<file path="src/rtl/clk_fb_pkg.sv">
package clk_fb_pkg;
  typedef enum logic [1:0] {
    EV_FALL  = 2'd0,
    EV_POST  = 2'd1,
    EV_ABORT = 2'd2,
    EV_OTHER = 2'd3
  } evt_e;
endpackage

</file>
<file path="src/rtl/clk_fb_decode.sv">
module clk_fb_decode
  import clk_fb_pkg::*;
(
  input  logic       valid_i,
  input  logic [1:0] code_i,
  input  logic       busy_i,
  output logic       fall_o,
  output logic       restore_o,
  output logic       warn_o
);
  evt_e ev;
  logic take;

  always_comb begin
    ev        = evt_e'(code_i);
    take      = valid_i && !busy_i;
    fall_o    = take && (ev == EV_FALL);
    restore_o = take && ((ev == EV_POST) || (ev == EV_ABORT));
    warn_o    = take && (ev == EV_OTHER);
  end
endmodule

</file>
<file path="src/rtl/clk_fb_timer.sv">
module clk_fb_timer #(
  parameter int unsigned WAIT_CYC = 400
) (
  input  logic clk_i,
  input  logic rst_ni,
  input  logic start_i,
  output logic expire_o
);
  localparam int unsigned CW = (WAIT_CYC > 1) ? $clog2(WAIT_CYC) : 1;
  localparam logic [CW-1:0] LOAD = CW'(WAIT_CYC - 1);

  logic [CW-1:0] cnt_q;
  logic          run_q;

  assign expire_o = run_q && (cnt_q == '0);

  always_ff @(posedge clk_i or negedge rst_ni) begin
    if (!rst_ni) begin
      cnt_q <= '0;
      run_q <= 1'b0;
    end else if (start_i) begin
      cnt_q <= LOAD;
      run_q <= 1'b1;
    end else if (run_q) begin
      if (cnt_q == '0) run_q <= 1'b0;
      else             cnt_q <= cnt_q - CW'(1);
    end
  end


  count_step_chk: assert property (@(posedge clk_i) disable iff (!rst_ni)
    (run_q && cnt_q != '0 && !start_i) |=> (run_q && cnt_q == $past(cnt_q) - CW'(1)));


  expire_ends_chk: assert property (@(posedge clk_i) disable iff (!rst_ni)
    (expire_o && !start_i) |=> !run_q);
endmodule

</file>
<file path="src/rtl/clk_fallback_seq.sv">
module clk_fallback_seq #(
  parameter int unsigned SEL_W        = 2,
  parameter int unsigned CYC_PER_US   = 4,
  parameter int unsigned WAIT_US      = 100,
  parameter int unsigned FALLBACK_IDX = 0
) (
  input  logic             clk_i,
  input  logic             rst_ni,
  input  logic             evt_valid_i,
  input  logic [1:0]       evt_code_i,
  input  logic [SEL_W-1:0] cur_sel_i,
  output logic [SEL_W-1:0] sel_o,
  output logic             sel_we_o,
  output logic             busy_o,
  output logic             ack_o,
  output logic             ack_ok_o,
  output logic             warn_o
);
  localparam int unsigned WAIT_CYC = CYC_PER_US * WAIT_US;
  localparam logic [SEL_W-1:0] FB_SEL = SEL_W'(FALLBACK_IDX);

  logic do_fall, do_restore, do_warn, tmr_start, tmr_expire;
  logic [SEL_W-1:0] saved_q, sel_q;
  logic rec_q, busy_q, we_q, ack_q, ok_q, warn_q;

  clk_fb_decode u_dec (
    .valid_i  (evt_valid_i),
    .code_i   (evt_code_i),
    .busy_i   (busy_q),
    .fall_o   (do_fall),
    .restore_o(do_restore),
    .warn_o   (do_warn)
  );

  assign tmr_start = do_fall || (do_restore && rec_q);

  clk_fb_timer #(.WAIT_CYC(WAIT_CYC)) u_tmr (
    .clk_i   (clk_i),
    .rst_ni  (rst_ni),
    .start_i (tmr_start),
    .expire_o(tmr_expire)
  );

  always_ff @(posedge clk_i or negedge rst_ni) begin
    if (!rst_ni) begin
      saved_q <= '0;
      sel_q   <= FB_SEL;
      rec_q   <= 1'b0;
      busy_q  <= 1'b0;
      we_q    <= 1'b0;
      ack_q   <= 1'b0;
      ok_q    <= 1'b0;
      warn_q  <= 1'b0;
    end else begin
      we_q   <= 1'b0;
      ack_q  <= 1'b0;
      ok_q   <= 1'b0;
      warn_q <= 1'b0;
      if (do_fall) begin
        // first fallback owns the record; a repeat must not capture the fallback index
        if (!rec_q) begin
          saved_q <= cur_sel_i;
          rec_q   <= 1'b1;
        end
        sel_q  <= FB_SEL;
        we_q   <= 1'b1;
        busy_q <= 1'b1;
      end else if (do_restore) begin
        if (rec_q) begin
          sel_q  <= saved_q;
          we_q   <= 1'b1;
          busy_q <= 1'b1;
          rec_q  <= 1'b0;
        end else begin
          ack_q <= 1'b1;
        end
      end else if (do_warn) begin
        warn_q <= 1'b1;
      end
      if (busy_q && tmr_expire) begin
        busy_q <= 1'b0;
        ack_q  <= 1'b1;
        ok_q   <= 1'b1;
      end
    end
  end

  assign sel_o    = sel_q;
  assign sel_we_o = we_q;
  assign busy_o   = busy_q;
  assign ack_o    = ack_q;
  assign ack_ok_o = ok_q;
  assign warn_o   = warn_q;


  fall_write_chk: assert property (@(posedge clk_i) disable iff (!rst_ni)
    (evt_valid_i && evt_code_i == 2'd0 && !busy_o) |=> (sel_we_o && sel_o == FB_SEL && busy_o));


  ok_ack_end_chk: assert property (@(posedge clk_i) disable iff (!rst_ni)
    (ack_o && ack_ok_o) |-> (!busy_o && $past(busy_o)));


  fail_ack_chk: assert property (@(posedge clk_i) disable iff (!rst_ni)
    (ack_o && !ack_ok_o) |-> (!sel_we_o && !busy_o));


  warn_quiet_chk: assert property (@(posedge clk_i) disable iff (!rst_ni)
    warn_o |-> (!sel_we_o && !ack_o));


  busy_ignore_chk: assert property (@(posedge clk_i) disable iff (!rst_ni)
    (busy_o && !tmr_expire) |=> (!sel_we_o && !warn_o && !ack_o && busy_o));


  we_single_chk: assert property (@(posedge clk_i) disable iff (!rst_ni)
    sel_we_o |=> !sel_we_o);
endmodule

</file>
<file path="config.mk">
export PLATFORM = sky130hd
export DESIGN_NAME = clk_fallback_seq
export DESIGN_NICKNAME = d
export VERILOG_FILES = /design/src/rtl/clk_fb_pkg.sv /design/src/rtl/clk_fb_decode.sv /design/src/rtl/clk_fb_timer.sv /design/src/rtl/clk_fallback_seq.sv
export SDC_FILE = /design/constraint.sdc
export NUM_CORES = 1
export LEC_CHECK = 0
export BUFFER_PORTS_ARGS = -buffer_cell sky130_fd_sc_hd__clkbuf_2
export CORE_MARGIN = 4
export CORE_UTILIZATION = 50
export DETAILED_ROUTE_END_ITERATION = 16
export PLACE_DENSITY = 0.71
export SKIP_CTS_REPAIR_TIMING = 1
export SYNTH_ARGS = -nofsm -noshare
export SYNTH_HDL_FRONTEND = slang
export SYNTH_SLANG_ARGS = --single-unit
</file>
<file path="constraint.sdc">
create_clock -name clk_i -period 1.9 [get_ports clk_i]
set_clock_uncertainty 0.05 [all_clocks]
set_input_delay 0.285 -clock clk_i [delete_from_list [all_inputs] [get_ports clk_i]]
set_output_delay 0.285 -clock clk_i [all_outputs]
set_load 0.03 [all_outputs]
</file>
==> Word level (Yosys, flattened, before mapping) <==
Cells that the tools add are included.
Widths: inputs -> output; s select.
{ "word_totals": {"out_inout_bits": 7, "inputBits": 7, "ff_bits": 20} }
{ "classes": {"mux": 26, "bitwise": 1, "reduce_logical": 21, "n_eq_ne": 4, "addsub": 1} }
{ "ops": {"columns": ["operator", "n"], "rows": [
  ["$mux 9", 3],
  ["$mux 1", 20],
  ["$logic_not 9->1", 1],
  ["$sub 9x1->9 const B", 1],
  ["$reduce_and 2->1", 4],
  ["$logic_and 1x1->1", 7],
  ["$mux 2", 3],
  ["$reduce_bool 2->1", 3],
  ["$reduce_bool 3->1", 2],
  ["$eq 2x2->1 const B", 2],
  ["$eq 2x1->1 const B", 1],
  ["$logic_not 2->1", 1],
  ["$logic_or 1x1->1", 2],
  ["$ne 2x2->1 const B", 1],
  ["$logic_not 1->1", 1],
  ["$not 1->1", 1]
]} }

==> Depth between registers and ports, before layout <==
Gate-level depths: netlist of run 1.
{ "depth": {"word_depth": 7, "mapped_depth": 6, "ltp_nobuf": 6} }

==> Hierarchy <==
From an unflattened synthesis of run 1, not the netlist that was laid out.
{ "unflattened": {"cells_unflattened": 88, "hier_area_um2": 1002.2} }
{ "by_module_without_submodules": {"columns": ["module", "area_per_inst_um2", "seq_area_each_um2", "cells_per_inst", "instances"], "rows": [
  ["clk_fb_timer", 543.0, 250.2, 52, 1],
  ["clk_fallback_seq", 400.4, 250.2, 29, 1],
  ["clk_fb_decode", 58.8, 0.0, 7, 1]
]} }

==> Worst setup path after synthesis of run 1 <==
OpenSTA, ideal clock, no wires.
{ "synth_timing": {"kind": "reg-to-reg", "startpoint": "register u_tmr.cnt_q[0]", "endpoint": "register u_tmr.run_q", "setup_slack_ns": 0.220, "n_path_buf": 0, "setup_time_ns": 0.127, "stages_incl_launch_ff": 6, "arrival_time_ns": 1.502, "required_time_ns": 1.723, "path_cell_list": "dfrtp_1 inv_1 ha_1 nor4b_4 a21boi_1 or2_2"} }
{ "synth_via": {"elab_chain_cells": 4} }
{ "synth_rtl": {"columns": ["element", "line", "rtl"], "rows": [
  ["from (decl)", "clk_fb_timer.sv:12", "logic [CW-1:0] cnt_q;"],
  ["from (signal assigned)", "clk_fb_timer.sv:26", "else cnt_q <= cnt_q - CW'(1);"],
  ["$logic_not 9->1", "clk_fb_timer.sv:25", "if (cnt_q == '0) run_q <= 1'b0;"],
  ["$mux 1", "clk_fb_timer.sv:25", null],
  ["$mux 1", "clk_fb_timer.sv:24", "end else if (run_q) begin"],
  ["$mux 1", "clk_fb_timer.sv:21", "end else if (start_i) begin"],
  ["to (signal assigned)", "clk_fb_timer.sv:20", "run_q <= 1'b0;"],
  ["to (signal assigned)", "clk_fb_timer.sv:23", "run_q <= 1'b1;"],
  ["to (signal assigned)", "clk_fb_timer.sv:25", null],
  ["to (decl)", "clk_fb_timer.sv:13", "logic run_q;"]
]} }
No other way between the ends.
A chain may end at the register's enable or synchronous reset.

==> Worst setup path in the final report of run 1 <==
{ "layout_timing": {"startpoint": "register u_tmr.cnt_q[1]", "endpoint": "register u_tmr.cnt_q[3]"} }
{ "layout_via": {"elab_chain_cells": 4, "word_cells_on_any_way": 7, "cone_classes": "add/sub: 1; eq/ne: 1; mux: 3; reduce/logical: 2"} }
{ "layout_rtl": {"columns": ["element", "line"], "rows": [
  ["$sub 9x1->9", "clk_fb_timer.sv:26"],
  ["$mux 9", "clk_fb_timer.sv:25"],
  ["$mux 9", "clk_fb_timer.sv:24"],
  ["$mux 9", "clk_fb_timer.sv:21"]
]} }
Parallel ways exist; a longest one is shown, timed or not. The select of a mux whose other input is x is not followed.

==> flow_metrics.tcl, run 1 <==
set metrics [dict create \
    syn_area_um2 1044 \
    status "finished clean" \
    detailedRoute.firstPassIterationCount 4 \
    vias 802 \
    cpMaxStageDelayCell "or4b_2" \
    report.final.setup_viol 0 \
    yosysWarningCount 0 \
    grt_max_degree 21 \
    fp.dieW_um 53.69 \
    route.detailed.drc 0 \
    synthToLayoutAreaGrowth_pct 20.62 \
    hp-class "in -> reg" \
    slew-limit-headroom_pct 66.63 \
    clock_tree_buffer_depth 2 \
    synth_cell_types 35 \
    placed_cell_area_um2 1169 \
    synth_cells 93 \
    cp-end-kind "flop" \
    achievable-frequency_mhz 554.2 \
    finalCritPeriodShare_pct 94.97 \
    layout-drive-gt1-share_pct 32.76 \
    cp-start-kind "flop" \
    critical_path.reg2reg.startpoint "u_tmr.cnt_q[1]$_DFFE_PN0P_" \
    grt_antenna_before_repair 0 \
    grt_pass1_vias 822 \
    power.density_cell_area_nw_per_um2 1453 \
    clock_latency_ps 300 \
    ff2ff_path_depth 4 \
    final_max_slew_viol_count 0 \
    cts.root.buffer_cell "clkbuf_4" \
    worst-slew-pin-transition_ps 500.6 \
    hpwl_mm 1.475 \
    grt_remaining_overflow 0 \
    first_pass_grt_wire_length_mm 3.581 \
    total_leakage_power_nw 0.5968 \
    htree_levels 1 \
    worstPathMaxFanout 3 \
    port_buf_inserts 13 \
    r2r_end "u_tmr.cnt_q[3]$_DFFE_PN0P_" \
    finalHoldWorstSlack_ps 158.0 \
    worstSetupStartpoint "u_tmr.cnt_q[1]$_DFFE_PN0P_" \
    die_area_um2 2882 \
    detail-route-antenna-nets 0 \
    hold_path.startpoint "cur_sel_i[0]" \
    whs_path_depth 2 \
    worst_ep_arrival_time_ps 2000 \
    max_cap_viol_count 0 \
    finalWeightedCongestion 0.8626 \
    routed_via_density 5.608 \
    vert_die_dim_um 53.69 \
    layout.cell_area.non_filler_um2 1259 \
    power.total_mw 1.829 \
    clk_pin_slew_ps 120 \
    initial_utilization_pct 52.65 \
    postSynthRegisterBits 20 \
    vdd_drop_max_mv 0.8025 \
    synth_seq_area_share_pct 47.96 \
    first_iter_violations 28 \
    numClockSinks 20 \
    synth.net_count 103 \
    filler_cell_count 154 \
    cp.required_ps 2100 \
    tritoncts_clock_tree "built" \
    period_needed_ps 1804 \
    holdPathEnd "saved_q[0]$_DFFE_PN0P_" \
    post_synthesis_area_per_instance_um2 11.22 \
    io_pins 14 \
    design.final.nets 127 \
    cell_chain_critical_path "buf_4 > or4b_2 > a311oi_2 > a211o_2" \
    worst-setup-path-type "reg -> reg" \
    setup-tns-final_ps 0 \
    cts_buffers 3 \
    timing.final.hold_violations 0 \
    grt_use_total_pct 17.44 \
    core_um2 1982 \
    postRouteWirelength_mm 2.121 \
    delay_of_the_slowest_cell_on_the_worst_path_ps 710 \
    diodes 0 \
    avgRoutedWirePerCell_um 14.83 \
    setup.reg_to_reg.worst_slack_ps 100 \
    rows 16 \
]
metrics by stage:
stage               setup WS [ps]  cells  util [%]
detailed placement          42.52    136     58.96
global placement            161.6    136     58.96
finish                      95.51    143     63.51
floorplan                   220.3     93         -
global route               -53.99    143     63.51
CTS                         30.54    140     61.62
cell families after synthesis:
logic type | synth area share (%)
buffers and inverters | 3.597
multiplexers | 7.074
AND/OR/NAND/NOR | 16.55
flip-flops | 47.96
adder cells (fa/ha/maj) | 3.598
AO/OA/AOI/OAI | 21.22
layer usage:
layer	global-route usage, %	vias up	wire length [µm]
li1	-	391	-
met2	29.03	18	1064
met4	8.936	0	38
met5	0	-	0
met3	2.770	4	83
met1	21.62	389	934
synth_stat cells, drive strengths merged:
library cell,count,share of area (%)
or2,1,0.60
a21boi,2,1.4
nor2,1,0.36
o21ai,10,4.8
and4bb,1,1.2
nand3b,1,0.72
or4b,3,3.2
nand2,6,2.2
dfrtp,20,48
ha,3,3.6
nand4,1,0.60
a211o,2,1.8
nor2b,1,0.60
mux2,3,3.2
a311oi,1,0.84
o41ai,1,0.84
clkbuf,1,0.36
mux2i,4,3.8
a21oi,5,2.4
nand2b,2,1.2
inv,9,3.2
a21o,3,2.2
o21a,1,0.72
a2111oi,2,4.1
or3,1,0.72
a211oi,1,0.72
o211ai,2,1.4
nor4,2,1.2
nor4b,3,4.0
worst max-delay path by stage:
stage	endpoint	slack [ps]	cells past startpoint
finish	u_tmr.cnt_q[3]$_DFFE_PN0P_	100	4
global route	u_tmr.cnt_q[6]$_DFFE_PN0P_	-50	6
CTS	u_tmr.run_q$_DFF_PN0_	30	5
detailed placement	u_tmr.run_q$_DFF_PN0_	40	5
global placement	u_tmr.run_q$_DFF_PN0_	160	5
floorplan	u_tmr.run_q$_DFF_PN0_	220	5
cells in the final DEF, fill, tap and decap left out, types with 2 or more instances in the layout:
cell	count
dfrtp_1	20
clkbuf_2	13
o21ai_0	10
inv_1	9
nand2_1	6
buf_4	6
a21oi_1	5
mux2i_1	4
a21o_1	3
mux2_2	3
clkbuf_4	3
nor4b_1	2
nor4_1	2
nand2b_1	2
o211ai_1	2
ha_1	2
registers in the layout, indices dropped and copies added, names as in the netlist:
signal and flops:
warn_o 1, busy_o 1, ack_ok_o 1, rec_q 1
sel_o 2, ack_o 1, sel_we_o 1, u_tmr.run_q 1
saved_q 2, u_tmr.cnt_q 9
power by group:
group / switching (mW) / leakage, nW / internal, mW
logic: 0.369 / 0.328 / 0.345
registers: 0.189 / 0.241 / 0.581
clock network: 0.132 / 0.0279 / 0.213
total: 0.690 / 0.597 / 1.14
worst max-delay path: cells and delay by family, from the launching register on:
kind	cells	cell delay [ps]
flops	1	430
simple gates	1	710
buf+inv	1	150
compound gates	2	420
cell type report:
cell class / count / area (µm²) / area share (%)
tap: 27 / 33.78 / 2.684
clock inverter: 1 / 30.03 / 2.386
timing repair buffer: 20 / 120.1 / 9.543
clock buffer: 3 / 22.52 / 1.789
sequential: 20 / 500.5 / 39.76
multi-input combinational: 63 / 518.0 / 41.15
inverter: 9 / 33.78 / 2.684
(Power assumes the default switching activity.)
==> run 2: changes to the inputs <==
SYNTH_HIERARCHICAL = 1   (was not set)
==> flow_metrics.tcl, run 2 <==
set metrics [dict create \
    status "finished with violations" \
    failed_checks "setup timing" \
    io_pins 14 \
    htree_levels 1 \
    achievable-frequency_mhz 501.8 \
    layout.core_utilization_pct 71.41 \
    finalWeightedCongestion 0.7495 \
    clock_latency_ps 310 \
    finalCritPeriodShare_pct 104.9 \
    worst-slew-pin-transition_ps 475.3 \
    grt_pass1_vias 721 \
    yosysTopAreaCellShare_pct 49.94 \
    postRouteWirelength_mm 2.021 \
    vias 749 \
    layout.cell_area.non_filler_um2 1300 \
    detailedRoute.firstPassIterationCount 4 \
    final_common_cell "dfrtp_1" \
    final_max_slew_viol_count 0 \
    synthTopCellsByArea "dfrtp_1, ha_1, mux2_4" \
    port_buf_inserts 13 \
    grt_use_total_pct 16.17 \
    die_area_um2 2785 \
    period_needed_ps 1993 \
    first_pass_grt_wire_length_mm 3.243 \
    timing.final.hold_violations 0 \
    worstSetupStartpoint "u_tmr/cnt_q[0]$_DFFE_PN0P_" \
    clock_tree_buffer_depth 2 \
    placed_cell_area_um2 1157 \
    registers.top_by_ff_count "u_tmr/cnt_q" \
    place_ws_ps -40.31 \
    diodes 0 \
    cp-endpoint "u_tmr/cnt_q[3]$_DFFE_PN0P_" \
    power.density_cell_area_nw_per_um2 1545 \
    finalHoldWorstSlack_ps 151.2 \
    detail-route-antenna-nets 0 \
    unrepaired_setup_endpoints_after_global_routing "true" \
    cp-end-kind "flop" \
    ys_async_sr_fraction_pct 100.0 \
    routed_via_density 5.275 \
    yosysWarningCount 6 \
    critical_path.reg2reg.startpoint "u_tmr/cnt_q[0]$_DFFE_PN0P_" \
    synth_most_common_cell "dfrtp_1" \
    synth_cells 88 \
    core_um2 1821 \
    avgRoutedWirePerCell_um 14.23 \
    cp.required_ps 2050 \
    layout-drive-gt1-share_pct 47.86 \
    report.final.setup_viol 4 \
    grt_remaining_overflow 0 \
    rows 15 \
    hp-class "in -> reg" \
    numClockSinks 20 \
    tritoncts_clock_tree "built" \
    fp.dieW_um 52.77 \
    post_route_worst_setup_slack_ps -92.80 \
    cts_buffers 3 \
    postSynthRegisterBits 20 \
    r2r_end "u_tmr/cnt_q[3]$_DFFE_PN0P_" \
    route.detailed.drc 0 \
    clk_pin_slew_ps 120 \
    setup.reg_to_reg.worst_slack_ps -90 \
    worstPathMaxFanout 7 \
    grt_max_degree 21 \
    multi_input_comb_area_um2 501.7 \
    initial_utilization_pct 55.05 \
    number_of_enable_flip_flop_cells_after_synthesis 0 \
    synth_seq_area_share_pct 49.94 \
    vert_die_dim_um 52.77 \
    worst_ep_arrival_time_ps 2140 \
    post_synthesis_area_per_instance_um2 11.39 \
    syn_area_um2 1002 \
    design.final.nets 128 \
    largest_reg_flops 9 \
    first_iter_violations 20 \
    total_leakage_power_nw 0.6381 \
    register_area_um2 500.5 \
    filler_cell_count 129 \
    synth_top_flop_cell "dfrtp_1" \
    vdd_drop_max_mv 0.9899 \
    hpwl_mm 1.300 \
    synth_cell_types 38 \
    worst-setup-path-type "reg -> reg" \
    synth.top_cells.by_count "dfrtp_1, nor2_1, inv_1" \
    synth.net_count 98 \
    post-synth-top-area-cell "dfrtp_1" \
    cp-start-kind "flop" \
    most-common-layout-cells "dfrtp_1, clkbuf_2, buf_4" \
    ff2ff_path_depth 7 \
    max_cap_viol_count 0 \
    grt_antenna_before_repair 0 \
    synthToLayoutAreaGrowth_pct 29.71 \
    slew-limit-headroom_pct 68.31 \
    cts.root.buffer_cell "clkbuf_4" \
    power.total_mw 2.008 \
]
[run 2: changes by cell type in the layout (fill, tap and decap cells not counted), moves of 4 or more]
cell,before,now
buf_4,6,13
inv_1,9,3
mux2i_1,4,0
nor2_1,1,8
o21ai_0,10,2
[run 2: logic make-up after synthesis]
| logic type | count (synthesis) | share of synthesized area [%] |
|---|---|---|
| AO/OA/AOI/OAI | 19 | 15.48 |
| XOR/XNOR | 3 | 2.622 |
| adder cells (fa/ha/maj) | 3 | 3.746 |
| buffers and inverters | 9 | 4.744 |
| flip-flops | 20 | 49.94 |
| multiplexers | 2 | 2.996 |
| AND/OR/NAND/NOR | 32 | 20.48 |
[run 2: final cells by class]
type	instances	area share [%]
repair buffers	29	15.01
clock buffers	3	1.732
multi-input cells	59	38.59
flip-flops and latches	20	38.50
clock inverters	1	2.310
well taps	25	2.406
inverters	5	1.444
[run 2: how the worst min path moves through the flow]
stage	from	end	slack [ps]	cells past startpoint
global route	cur_sel_i[1]	saved_q[1]$_DFFE_PN0P_	150	2
finish	cur_sel_i[1]	saved_q[1]$_DFFE_PN0P_	150	2
floorplan	rst_ni	ack_o$_DFF_PN0_	-60	0
detailed placement	rst_ni	u_tmr/cnt_q[2]$_DFFE_PN0P_	220	1
global placement	rst_ni	u_tmr/cnt_q[3]$_DFFE_PN0P_	210	1
CTS	rst_ni	saved_q[1]$_DFFE_PN0P_	-130	1
[run 2: critical path: stages, from the launching register on]
cell	delay [ps]
dfrtp_1	410
inv_2	100
ha_4	140
or3b_4	400
o31ai_4	240
buf_6	160
nor3_2	50
or3b_1	340
[run 2: through the flow]
stage	std cells	TNS (ps)
floorplan	88	0
global placement	133	0
detailed placement	133	-45.46
CTS	137	-362.9
global route	142	-622.2
finish	142	-253.2
[run 2: routing by layer]
| metal | vias up | global-route usage (%) | routed length (µm) |
|---|---|---|---|
| li1 | 364 | - | - |
| met1 | 361 | 21.74 | 948 |
| met2 | 20 | 24.38 | 961 |
| met3 | 4 | 4.274 | 85 |
| met4 | 0 | 6.809 | 25 |
| met5 | - | 0 | 0 |
[run 2: report_power, final]
group | leakage (nW) | switching, mW | internal [mW] | total, mW
registers | 0.244 | 0.168 | 0.586 | 0.753
clock network | 0.0279 | 0.137 | 0.213 | 0.351
logic | 0.366 | 0.407 | 0.497 | 0.904
